`config.mk`:
```
export PLATFORM = sky130hd
export DESIGN_NAME = quad_dtimer
export DESIGN_NICKNAME = d
export VERILOG_FILES = /design/src/rtl/qdt_pkg.sv /design/src/rtl/qdt_prescaler.sv /design/src/rtl/qdt_channel.sv /design/src/rtl/qdt_irq.sv /design/src/rtl/quad_dtimer.sv
export SDC_FILE = /design/constraint.sdc
export NUM_CORES = 1
export LEC_CHECK = 0
export BUFFER_PORTS_ARGS = -buffer_cell sky130_fd_sc_hd__buf_2
export CAP_MARGIN = 20
export CORE_ASPECT_RATIO = 1.2
export CORE_MARGIN = 5
export CORE_UTILIZATION = 45
export DETAILED_ROUTE_END_ITERATION = 7
export PLACE_DENSITY_LB_ADDON = 0.12
export SLEW_MARGIN = 5
export SYNTH_ARGS = -nofsm -noshare
export SYNTH_HDL_FRONTEND = slang
export SYNTH_SLANG_ARGS = --single-unit
```
`constraint.sdc`:
```
create_clock -name clk_i -period 3.4 [get_ports clk_i]
set_input_delay 0.17 -clock clk_i [delete_from_list [all_inputs] [get_ports clk_i]]
set_output_delay 0.17 -clock clk_i [all_outputs]
set_load 0.02 [all_outputs]
```
`src/rtl/qdt_pkg.sv`:
```
package qdt_pkg;

   localparam int CTL_W      = 8;
   localparam int CTL_EN     = 7;
   localparam int CTL_PER    = 6;
   localparam int CTL_PRE_HI = 3;
   localparam int CTL_PRE_LO = 2;
   localparam int CTL_W32    = 1;
   localparam int CTL_ONE    = 0;

   localparam logic [CTL_W-1:0] CTL_KEEP = 8'hCF;

   localparam logic [1:0] SUB_LOAD = 2'd0;
   localparam logic [1:0] SUB_VAL  = 2'd1;
   localparam logic [1:0] SUB_CTL  = 2'd2;
   localparam logic [1:0] SUB_BG   = 2'd3;

   localparam logic [1:0] SUB_MASK = 2'd0;
   localparam logic [1:0] SUB_RAW  = 2'd1;
   localparam logic [1:0] SUB_MIS  = 2'd2;
   localparam logic [1:0] SUB_CLR  = 2'd3;

   typedef enum logic [1:0] {
      PRE_DIV1   = 2'b00,
      PRE_DIV_A  = 2'b01,
      PRE_DIV_B  = 2'b10,
      PRE_DIV_B2 = 2'b11
   } pre_sel_e;

endpackage

```
`src/rtl/qdt_prescaler.sv`:
```
module qdt_prescaler #(
   parameter int SHIFT_A = 4,
   parameter int SHIFT_B = 8
) (
   input  logic       clk_i,
   input  logic       rst_ni,
   input  logic       restart_i,
   input  logic       run_i,
   input  logic [1:0] sel_i,
   output logic       tick_o
);
   import qdt_pkg::*;

   localparam logic [SHIFT_B-1:0] MASK_A = {{(SHIFT_B-SHIFT_A){1'b0}}, {SHIFT_A{1'b1}}};
   localparam logic [SHIFT_B-1:0] MASK_B = '1;

   logic [SHIFT_B-1:0] phase_q;
   logic [SHIFT_B-1:0] sel_mask;

   always_comb begin
      unique case (pre_sel_e'(sel_i))
         PRE_DIV1:  sel_mask = '0;
         PRE_DIV_A: sel_mask = MASK_A;
         default:   sel_mask = MASK_B;
      endcase
   end

   assign tick_o = run_i && ((phase_q & sel_mask) == sel_mask);

   always_ff @(posedge clk_i or negedge rst_ni) begin
      if (!rst_ni)        phase_q <= '0;
      else if (restart_i) phase_q <= '0;
      else if (run_i)     phase_q <= phase_q + 1'b1;
   end

endmodule

```
`src/rtl/qdt_channel.sv`:
```
module qdt_channel #(
   parameter int DATA_W   = 32,
   parameter int NARROW_W = 16,
   parameter int SHIFT_A  = 4,
   parameter int SHIFT_B  = 8
) (
   input  logic                     clk_i,
   input  logic                     rst_ni,
   input  logic                     ld_we_i,
   input  logic                     bg_we_i,
   input  logic                     ctl_we_i,
   input  logic [DATA_W-1:0]        wdata_i,
   output logic [DATA_W-1:0]        val_o,
   output logic [DATA_W-1:0]        ld_o,
   output logic [DATA_W-1:0]        bg_o,
   output logic [qdt_pkg::CTL_W-1:0] ctl_o,
   output logic                     hit_o,
   output logic [DATA_W-1:0]        cnt_o,
   output logic                     pend_o,
   output logic                     en_o,
   output logic                     w32_o,
   output logic                     os_o
);
   import qdt_pkg::*;

   localparam logic [DATA_W-1:0] NARROW_MASK = {{(DATA_W-NARROW_W){1'b0}}, {NARROW_W{1'b1}}};

   logic [CTL_W-1:0]  ctl_q;
   logic [DATA_W-1:0] ld_q, rl_q, cnt_q, cnt_d, cur, wmask;
   logic              pend_q, pend_d, tick, hit;
   logic              en, per, w32, one;

   assign en  = ctl_q[CTL_EN];
   assign per = ctl_q[CTL_PER];
   assign w32 = ctl_q[CTL_W32];
   assign one = ctl_q[CTL_ONE];

   qdt_prescaler #(.SHIFT_A(SHIFT_A), .SHIFT_B(SHIFT_B)) u_pre (
      .clk_i     (clk_i),
      .rst_ni    (rst_ni),
      .restart_i (ld_we_i),
      .run_i     (en),
      .sel_i     (ctl_q[CTL_PRE_HI:CTL_PRE_LO]),
      .tick_o    (tick)
   );

   assign wmask = w32 ? '1 : NARROW_MASK;
   assign cur   = cnt_q & wmask;

   always_comb begin
      cnt_d = cnt_q;
      hit   = 1'b0;
      if (tick) begin
         if (pend_q) begin
            cnt_d = ld_q & wmask;
         end else if (cur == '0) begin
            if (one)      cnt_d = '0;
            else if (per) cnt_d = rl_q & wmask;
            else          cnt_d = wmask;
         end else begin
            cnt_d = cur - 1'b1;
            hit   = (cur == {{(DATA_W-1){1'b0}}, 1'b1});
         end
      end
   end

   always_comb begin
      pend_d = pend_q;
      if (tick)    pend_d = 1'b0;
      if (ld_we_i) pend_d = 1'b1;
   end

   always_ff @(posedge clk_i or negedge rst_ni) begin
      if (!rst_ni) begin
         ctl_q  <= '0;
         ld_q   <= '0;
         rl_q   <= '0;
         cnt_q  <= '0;
         pend_q <= 1'b0;
      end else begin
         cnt_q  <= cnt_d;
         pend_q <= pend_d;
         if (ctl_we_i) ctl_q <= wdata_i[CTL_W-1:0] & CTL_KEEP;
         if (ld_we_i) begin
            ld_q <= wdata_i;
            rl_q <= wdata_i;
         end else if (bg_we_i) begin
            rl_q <= wdata_i;
         end
      end
   end

   assign val_o  = cur;
   assign ld_o   = ld_q;
   assign bg_o   = rl_q;
   assign ctl_o  = ctl_q;
   assign hit_o  = hit;
   assign cnt_o  = cnt_q;
   assign pend_o = pend_q;
   assign en_o   = en;
   assign w32_o  = w32;
   assign os_o   = one;

endmodule

```
`src/rtl/qdt_irq.sv`:
```
module qdt_irq #(
   parameter int NUM_CH = 4
) (
   input  logic              clk_i,
   input  logic              rst_ni,
   input  logic [NUM_CH-1:0] hit_i,
   input  logic              mask_we_i,
   input  logic [NUM_CH-1:0] mask_wdata_i,
   input  logic [NUM_CH-1:0] clr_i,
   output logic [NUM_CH-1:0] raw_o,
   output logic [NUM_CH-1:0] mask_o,
   output logic              irq_o
);
   logic [NUM_CH-1:0] raw_q, mask_q;

   always_ff @(posedge clk_i or negedge rst_ni) begin
      if (!rst_ni) begin
         raw_q  <= '0;
         mask_q <= '0;
      end else begin
         raw_q <= (raw_q & ~clr_i) | hit_i;
         if (mask_we_i) mask_q <= mask_wdata_i;
      end
   end

   assign raw_o  = raw_q;
   assign mask_o = mask_q;
   assign irq_o  = |(raw_q & mask_q);

endmodule

```
`src/rtl/quad_dtimer.sv`:
```
module quad_dtimer #(
   parameter int NUM_CH   = 4,
   parameter int DATA_W   = 32,
   parameter int NARROW_W = 16,
   parameter int ADDR_W   = 8,
   parameter int SHIFT_A  = 4,
   parameter int SHIFT_B  = 8
) (
   input  logic              clk_i,
   input  logic              rst_ni,
   input  logic              reg_we_i,
   input  logic [ADDR_W-1:0] reg_addr_i,
   input  logic [DATA_W-1:0] reg_wdata_i,
   output logic [DATA_W-1:0] reg_rdata_o,
   output logic              irq_o
);
   import qdt_pkg::*;

   localparam int BLK_W = ADDR_W - 4;

   if (NUM_CH < 1 || NUM_CH + 1 > (1 << BLK_W)) begin : g_bad_ch
      $error("quad_dtimer: NUM_CH does not fit the address space");
   end
   if (DATA_W < CTL_W || NARROW_W < 1 || NARROW_W >= DATA_W) begin : g_bad_w
      $error("quad_dtimer: width parameters out of range");
   end
   if (SHIFT_A < 1 || SHIFT_B <= SHIFT_A) begin : g_bad_pre
      $error("quad_dtimer: prescale shifts must satisfy 1 <= SHIFT_A < SHIFT_B");
   end
   if (NUM_CH > DATA_W) begin : g_bad_irq
      $error("quad_dtimer: interrupt bits exceed the word width");
   end

   logic [BLK_W-1:0] blk;
   logic [1:0]       sub;
   logic             aligned;

   assign blk     = reg_addr_i[ADDR_W-1:4];
   assign sub     = reg_addr_i[3:2];
   assign aligned = (reg_addr_i[1:0] == 2'b00);

   logic [NUM_CH-1:0] ch_en, ch_w32, ch_os, ch_pend, ch_ldwe, ch_hit, clr_req, raw, msk;
   logic [NUM_CH-1:0][DATA_W-1:0] ch_cnt, ch_val, ch_ld, ch_bg;
   logic [NUM_CH-1:0][CTL_W-1:0]  ch_ctl;
   logic shared_we;

   assign shared_we = reg_we_i && aligned && (blk == '0);
   assign clr_req   = (shared_we && sub == SUB_CLR) ? reg_wdata_i[NUM_CH-1:0] : '0;

   for (genvar i = 0; i < NUM_CH; i++) begin : g_ch
      logic sel;
      assign sel        = reg_we_i && aligned && (blk == BLK_W'(i + 1));
      assign ch_ldwe[i] = sel && (sub == SUB_LOAD);

      qdt_channel #(
         .DATA_W   (DATA_W),
         .NARROW_W (NARROW_W),
         .SHIFT_A  (SHIFT_A),
         .SHIFT_B  (SHIFT_B)
      ) u_ch (
         .clk_i    (clk_i),
         .rst_ni   (rst_ni),
         .ld_we_i  (ch_ldwe[i]),
         .bg_we_i  (sel && (sub == SUB_BG)),
         .ctl_we_i (sel && (sub == SUB_CTL)),
         .wdata_i  (reg_wdata_i),
         .val_o    (ch_val[i]),
         .ld_o     (ch_ld[i]),
         .bg_o     (ch_bg[i]),
         .ctl_o    (ch_ctl[i]),
         .hit_o    (ch_hit[i]),
         .cnt_o    (ch_cnt[i]),
         .pend_o   (ch_pend[i]),
         .en_o     (ch_en[i]),
         .w32_o    (ch_w32[i]),
         .os_o     (ch_os[i])
      );
   end

   qdt_irq #(.NUM_CH(NUM_CH)) u_irq (
      .clk_i        (clk_i),
      .rst_ni       (rst_ni),
      .hit_i        (ch_hit),
      .mask_we_i    (shared_we && sub == SUB_MASK),
      .mask_wdata_i (reg_wdata_i[NUM_CH-1:0]),
      .clr_i        (clr_req),
      .raw_o        (raw),
      .mask_o       (msk),
      .irq_o        (irq_o)
   );

   always_comb begin
      reg_rdata_o = '0;
      if (aligned) begin
         if (blk == '0) begin
            unique case (sub)
               SUB_MASK: reg_rdata_o = DATA_W'(msk);
               SUB_RAW:  reg_rdata_o = DATA_W'(raw);
               SUB_MIS:  reg_rdata_o = DATA_W'(raw & msk);
               default:  reg_rdata_o = '0;
            endcase
         end
         for (int i = 0; i < NUM_CH; i++) begin
            if (blk == BLK_W'(i + 1)) begin
               unique case (sub)
                  SUB_LOAD: reg_rdata_o = ch_ld[i];
                  SUB_VAL:  reg_rdata_o = ch_val[i];
                  SUB_CTL:  reg_rdata_o = DATA_W'(ch_ctl[i]);
                  default:  reg_rdata_o = ch_bg[i];
               endcase
            end
         end
      end
   end

endmodule

```
==> reports/metrics.yaml, run 1 <==
status:
  status: "complete, but fails checks"
  failed_checks: "DRC"
die:
  die_y_um: 282
  die_w_um: 237
  io_pins: 76
  initial_utilization_pct: 45.6
  core-area_um2: 61100
  die_area_um2: 66900
  core.rowCount: 99
flow_run:
  maxCapViolations: 0
placement:
  io_buffers: 75
  post-place-ws_ps: 414
  hpwl_mm: 78.9
  dp_cells: 4024
  place_area_um2: 29500
  routabilityCongestion: 1.04
worst_setup_path:
  critical_path_class: "register to output pin"
  cp.required_ps: 3230
  cp_max_fo: 11
  startpoint_type: "register"
  critPathCaptureType: "output pin"
  crit_arrival_ps: 3130
route:
  drtIter0Drc: 2947
  drt-total-wl_mm: 113
  drt-vias-per-instance: 6.40
  wl_per_cell_um: 27.3
  drc: 2
  vias: 26600
  drtPass1Iterations: 8
  ant_nets: 0
sta:
  setup_ws_ps: 103
  slew_headroom_pct: 21.3
  slew_viol_final: 0
  finalHoldViolations: 0
  finalClockSkew_ps: 13.6
  setup_tns_ps: 0
  fin_crit_sh_pct: 97.0
  rsz0062_at_grt: "false"
  fmax_mhz: 303
  post-route-min-period_ps: 3300
  worst_pin_slew_ps: 1170
  final-setup-viol-count: 0
clock_tree:
  cts_tree: "yes"
  clkTransAtPathRegs_ps: 60
  post_cts_buffers: 0
  cts_root_buf: "clkbuf_16"
  cts_num_sinks: 452
  clk_latency_ps: 610
  htree_levels: 2
  cts_buffers: 52
  clockBufferDepth: 3
global_route:
  antenna_found_initial: 13
  grt_pass1_vias: 25900
  gr-total-overflow: 0
  grt_max_degree: 96
  grt_pass1_wl_mm: 168
  grt_usage_pct: 32.9
logic_synthesis:
  synth_flop_cell: "dfrtp_1"
  synth_area_um2: 27800
  ys_warn_count: 0
  synthArstFlopShare_pct: 100
  synth_edf_count: 0
  avgSynthCellArea_um2: 8.54
  syn_nets: 3313
  synth_cell_type_count: 93
  synth_cells: 3258
  ys_seq_area_share_pct: 40.7
  ys_ff_latch: 452
power:
  power_density_nw_per_um2: 600
  p_leak_nw: 13.3
  ir_drop_mv: 0.424
layout:
  drive_gt1_share_pct: 15.7
  stdcell_count: 4154
  final_util_pct: 51.6
  finalNetCount: 3356
  area_delta_synth_final_pct: 13.3
  final_area_um2: 31500
  fill_cells: 5801
worst_hold_path:
  hold_class: "primary input to register"
[worst max-delay path: stages, from the launching register on]
cell and delay [ps]:
dfrtp_1 510, mux4_2 590, mux2i_1 460, nor2_1 110, a221oi_1 600, nor2_1 70, buf_2 180
[flip-flops by register name, summed over array words and instances (netlist names)]
| register | flops |
|---|---|
| g_ch.u_ch.bg_o | 128 |
| g_ch.u_ch.cnt_o | 128 |
| g_ch.u_ch.ld_o | 128 |
| g_ch.u_ch.u_pre.phase_q | 32 |
| g_ch.u_ch.ctl_o | 24 |
| g_ch.u_ch.pend_o | 4 |
| u_irq.mask_o | 4 |
| u_irq.raw_o | 4 |
[cells by family after synthesis]
logic type,after synthesis,synth area share (%)
AO/OA/AOI/OAI,890,20.0
XOR/XNOR,79,2.49
adder cells (fa/ha/maj),12,0.540
buffers and inverters,322,4.56
flip-flops,452,40.7
multiplexers,243,10.7
AND/OR/NAND/NOR,1260,21.1
[final timing paths]
kind / startpoint / to / slack (ps) / cells after the start
hold reg to reg: g_ch[3].u_ch.ld_o[16]$_DFFE_PN0P_ / g_ch[3].u_ch.ld_o[16]$_DFFE_PN0P_ / 500 / 2
max in group asynchronous: rst_ni / g_ch[0].u_ch.u_pre.phase_q[2]$_DFFE_PN0P_ / 2210 / 3
min in group asynchronous: rst_ni / g_ch[0].u_ch.cnt_o[24]$_DFFE_PN0P_ / 180 / 2
hold / removal: reg_wdata_i[7] / g_ch[3].u_ch.ld_o[7]$_DFFE_PN0P_ / 40 / 3
setup reg to reg: g_ch[0].u_ch.cnt_o[30]$_DFFE_PN0P_ / g_ch[0].u_ch.cnt_o[11]$_DFFE_PN0P_ / 410 / 6
setup / recovery: g_ch[1].u_ch.ctl_o[7]$_DFFE_PN0P_ / reg_rdata_o[7] / 100 / 6
[metrics by stage]
stage / power (mW) / hold slack [ps]
2_1_floorplan: 10.8 / -126
3_3_place_gp: 12.9 / 290
3_5_place_dp: 13.0 / 300
4_1_cts: 18.9 / 3.61
5_1_grt: 19.8 / 26.7
6_report: 18.9 / 43.3
[per-layer routing]
| metal | part of all wire, % | track usage [%] |
|---|---|---|
| met3 | 8.6 | 6.58 |
| met4 | 5.5 | 15.4 |
| met2 | 46 | 53.1 |
| met1 | 40 | 43.0 |
| met5 | 0.038 | 0 |
[where the power goes]
part / leakage [nW] / switching [mW] / total [mW] / internal [mW]
registers: 5.90 / 1.60 / 8.00 / 6.41
clock network: 0.848 / 2.44 / 5.80 / 3.35
logic: 6.57 / 3.05 / 5.09 / 2.04
[repair_timing]
| action | 4_1_cts | 5_1_grt |
|---|---|---|
| resized for setup | 0 | 1 |
| hold buffers | 31 | 0 |
| setup endpoints to repair | 0 | 5 |
| endpoints found under the hold margin | 156 | 0 |
[Yosys cell counts, drive strengths merged (8+ instances only)]
cell      n  area share (%)
nand2   587             7.9
dfrtp   452              41
o21ai   283             5.1
a21oi   222             4.0
nor2    216             2.9
clkbuf  205             2.8
mux2    153             6.2
nand3    94             1.7
a31oi    92             2.1
nor3     67             1.2
inv      63            0.85
mux2i    62             2.2
o211ai   62             1.7
buf      54            0.92
nor2b    50             1.1
xor2     45             1.4
and3     39            0.88
xnor2    34             1.1
nand4    31            0.70
nand2b   30            0.67
or3      30            0.69
mux4     28             2.3
nor4     27            0.68
a22oi    24            0.65
or4      22            0.63
o31ai    21            0.57
and2     20            0.45
o22ai    19            0.43
o41ai    19            0.83
nor3b    15            0.42
a211oi   13            0.35
ha       12            0.54
a211o    11            0.35
a221oi    9            0.28
a32o      9            0.32
nand3b    9            0.24
o31a      9            0.28
o21bai    8            0.22
[cell type report]
| type | instances | area (µm²) | share of cell area, % |
|---|---|---|---|
| Sequential cell | 452 | 11300 | 35.9 |
| Tap cell | 808 | 1010 | 3.21 |
| Clock inverter | 18 | 176 | 0.560 |
| Antenna cell | 5 | 12.5 | 0.0397 |
| Timing Repair Buffer | 248 | 1940 | 6.14 |
| Clock buffer | 76 | 1540 | 4.90 |
| Inverter | 63 | 236 | 0.750 |
| Multi-Input combinational cell | 2484 | 15300 | 48.5 |
[cell usage in the layout (no fill, tap or decap), drive strengths merged, types with 9 or more instances in the layout]
master	instances
nand2	587
dfrtp	452
o21ai	283
a21oi	222
nor2	216
buf	216
mux2	153
nand3	94
a31oi	92
clkbuf	77
nor3	67
inv	63
mux2i	62
o211ai	62
nor2b	50
xor2	45
and3	39
xnor2	34
nand4	31
dlygate4sd3	31
nand2b	30
or3	30
mux4	28
nor4	27
a22oi	24
or4	22
o31ai	21
and2	20
o22ai	19
o41ai	19
nor3b	15
a211oi	13
ha	12
clkinv	12
a211o	11
a32o	9
a221oi	9
o31a	9
nand3b	9
(Power assumes the default switching activity.)
==> run 2, diff against run 1 <==
==> constraint.sdc (replaced) <==
create_clock -name clk_i -period 3.4 [get_ports clk_i]
set_input_delay 0.68 -clock clk_i [delete_from_list [all_inputs] [get_ports clk_i]]
set_output_delay 0.68 -clock clk_i [all_outputs]
set_load 0.02 [all_outputs]
==> run 2 against run 1 <==
The flow finishes with violations (setup timing). First-iteration DRC count grew 4.6%. Clock-buffer cell count shrank 10. Fmax shrank 4.6%. Global-route usage grew 1.5 points. Combinational power grew 2%. Critical endpoint is now reg_rdata_o[29]. Largest power group unchanged.
==> reports/metrics.yaml, run 2 (same netlist as run 1, synthesis figures left out) <==
layout:
  finalNetCount: 3396  # +1.2%
  area_delta_synth_final_pct: 15.2
  final_area_um2: 32100  # +1.7%
  fill_cells: 5672  # -2.2%
  final_common_cell: "nand2_1"
  stdcell_count: 4196  # +1.0%
  most-common-layout-cells: "nand2_1 (587), dfrtp_1 (448), o21ai_0 (278)"
  drive_gt1_share_pct: 18.0  # +2.4 points
worst_setup_path:
  slowest_stage: "dfrtp_4"
  r2r_cells: 8  # +2
  path_common_cell: "o211ai_1"
  crit_start: "g_ch[2].u_ch.ctl_o[1]$_DFFE_PN0P_"
  rr_startpoint: "g_ch[1].u_ch.cnt_o[0]$_DFFE_PN0P_"
  path_cells: "and2_1, mux2i_1, o211ai_1, o211ai_1, buf_4, a21oi_1, buf_2"
  crit_arrival_ps: 2780  # -350 ps
  startpoint_type: "register"
  critical_path_class: "register to output pin"
  cp.required_ps: 2720  # -510 ps
  max_stage_delay_ps: 500  # -100 ps
  critPathCaptureType: "output pin"
  cp_max_fo: 7  # -4
flow_run:
  maxCapViolations: 0  # unchanged
global_route:
  globalRouteMet3Util_pct: 7.50  # +0.92 points
  grt_util_met1_pct: 43.5  # +0.49 points
  gr-total-overflow: 0  # unchanged
  grt_max_degree: 84  # -13%
  grt_pass1_vias: 26000  # +0.21%
  grt_usage_pct: 34.4  # +1.5 points
  busiest_layer: "met2"
  grt_pass1_wl_mm: 174  # +3.3%
  use_met2_pct: 55.4  # +2.4 points
  antenna_found_initial: 8  # -5
route:
  vias: 27100  # +2.0%
  ant_nets: 0  # unchanged
  drtPass1Iterations: 7  # -1
  drt-total-wl_mm: 118  # +4.6%
  drt-vias-per-instance: 6.47  # +1.0%
  wl_per_cell_um: 28.2  # +3.5%
  drtIter0Drc: 3082  # +4.6%
  drc: 0  # -2
worst_hold_path:
  hold_class: "primary input to async pin"
sta:
  final-setup-viol-count: 1  # +1
  setup_tns_ps: -56.9  # -56.9 ps
  finalHoldViolations: 0  # unchanged
  fmax_mhz: 289  # -4.6%
  rsz0062_at_grt: "true"
  worst_pin_slew_ps: 1020  # -148 ps
  finalClockSkew_ps: 21.9  # +8.31 ps
  fin_crit_sh_pct: 102  # +4.7 points
  post-route-min-period_ps: 3460  # +160 ps
  slew_headroom_pct: 31.9  # +11 points
  slew_viol_final: 0  # unchanged
  hold_ws_ps: 118  # +74.4 ps
  setup_ws_ps: -56.9  # -160 ps
power:
  power_density_nw_per_um2: 612  # +2.2%
  pwr-share-seq_pct: 41.2  # -1.2 points
  switchingPower_mw: 7.23  # +2.0%
  power_frac_clock_pct: 32.3  # +1.6 points
  ir_drop_mv: 0.377  # -11%
  power_mw: 19.6  # +3.9%
  comb_power_share_pct: 26.5  # -0.4 points
  p_int_mw: 12.4  # +5.1%
  p_sw_share_pct: 36.8  # -0.69 points
  p_leak_nw: 13.6  # +2.5%
die:
  die_y_um: 282  # unchanged
  initial_utilization_pct: 45.6  # unchanged
  io_pins: 76  # unchanged
  die_area_um2: 66900  # unchanged
  core-area_um2: 61100  # unchanged
  core.rowCount: 99  # unchanged
  die_w_um: 237  # unchanged
status:
  failed_checks: "setup timing"
  status: "complete, but fails checks"
clock_tree:
  clk_latency_ps: 620  # about the same
  cts_tree: "yes"
  htree_levels: 2  # unchanged
  clkTransAtPathRegs_ps: 60  # about the same
  cts_num_sinks: 452  # unchanged
  cts_root_buf: "clkbuf_16"
  clockBufferDepth: 3  # unchanged
  cts_buffers: 51  # -1.9%
placement:
  hpwl_mm: 84.3  # +6.9%
  dp_cells: 4089  # +1.6%
  routabilityCongestion: 1.07  # +3.2%
  place_area_um2: 30000  # +1.9%
  io_buffers: 75  # unchanged
[run 2: through the flow]
| step | worst slack [ps] | utilization [%] |
|---|---|---|
| after floorplan | 8.54 | - |
| after global routing | -55.4 | 52.5 |
| after detailed placement | -40.2 | 49.2 |
| after global placement | -42.6 | 49.2 |
| final | -56.9 | 52.5 |
| after CTS | -69.2 | 52.3 |
[run 2: worst max-delay path, delay by kind of cell, from the launching register on]
kind            cells  cell delay, ps
simple gates        1             220
compound gates      3             920
buf+inv             2             410
flops               1             500
mux                 1             110
[run 2: path summary, 6_finish.rpt]
| kind | endpoint | slack, ps |
|---|---|---|
| worst max-delay path | reg_rdata_o[29] | -60 |
| worst min-delay path | g_ch[0].u_ch.cnt_o[27]$_DFFE_PN0P_ | 120 |
| worst max register to register | g_ch[1].u_ch.cnt_o[28]$_DFFE_PN0P_ | 390 |
| worst min register to register | g_ch[3].u_ch.ld_o[23]$_DFFE_PN0P_ | 500 |
| max in group asynchronous | u_irq.mask_o[3]$_DFFE_PN0P_ | 2310 |
| min in group clk_i | g_ch[1].u_ch.ld_o[0]$_DFFE_PN0P_ | 330 |
[run 2: timing repair]
| action | CTS | global route |
|---|---|---|
| buffers inserted | 1 | 6 |
| hold buffers | 0 | 0 |
| pin swaps | 0 | 4 |
| gates resized for setup | 8 | 13 |
| setup endpoints to repair | 18 | 8 |
[run 2: cell type report]
class	instances	area (µm²)	share of cell area, %
diodes	6	15.0	0.0468
clock buffers	66	1440	4.48
clock inverters	28	450	1.41
inverters	63	236	0.738
multi-input cells	2484	15300	47.8
flip-flops and latches	452	11300	35.3
well taps	808	1010	3.15
repair buffers	289	2260	7.05
[run 2: per-layer routing]
metal,wire length (µm),vias up,share of wire (%)
li1,-,11900,-
met1,45000,13400,38
met2,54800,1466,46
met3,11100,343,9.4
met4,7560,0,6.4
met5,0,-,0
[run 2: power by group through the flow]
stage               logic, mW  registers [mW]  clock network [mW]
finish                   5.21            8.09                6.34
global route             5.65            8.22                6.60
CTS                      5.10            8.04                6.42
detailed placement       5.07            8.13                   0
global placement         4.96            8.09                   0
floorplan                3.42            7.43                   0
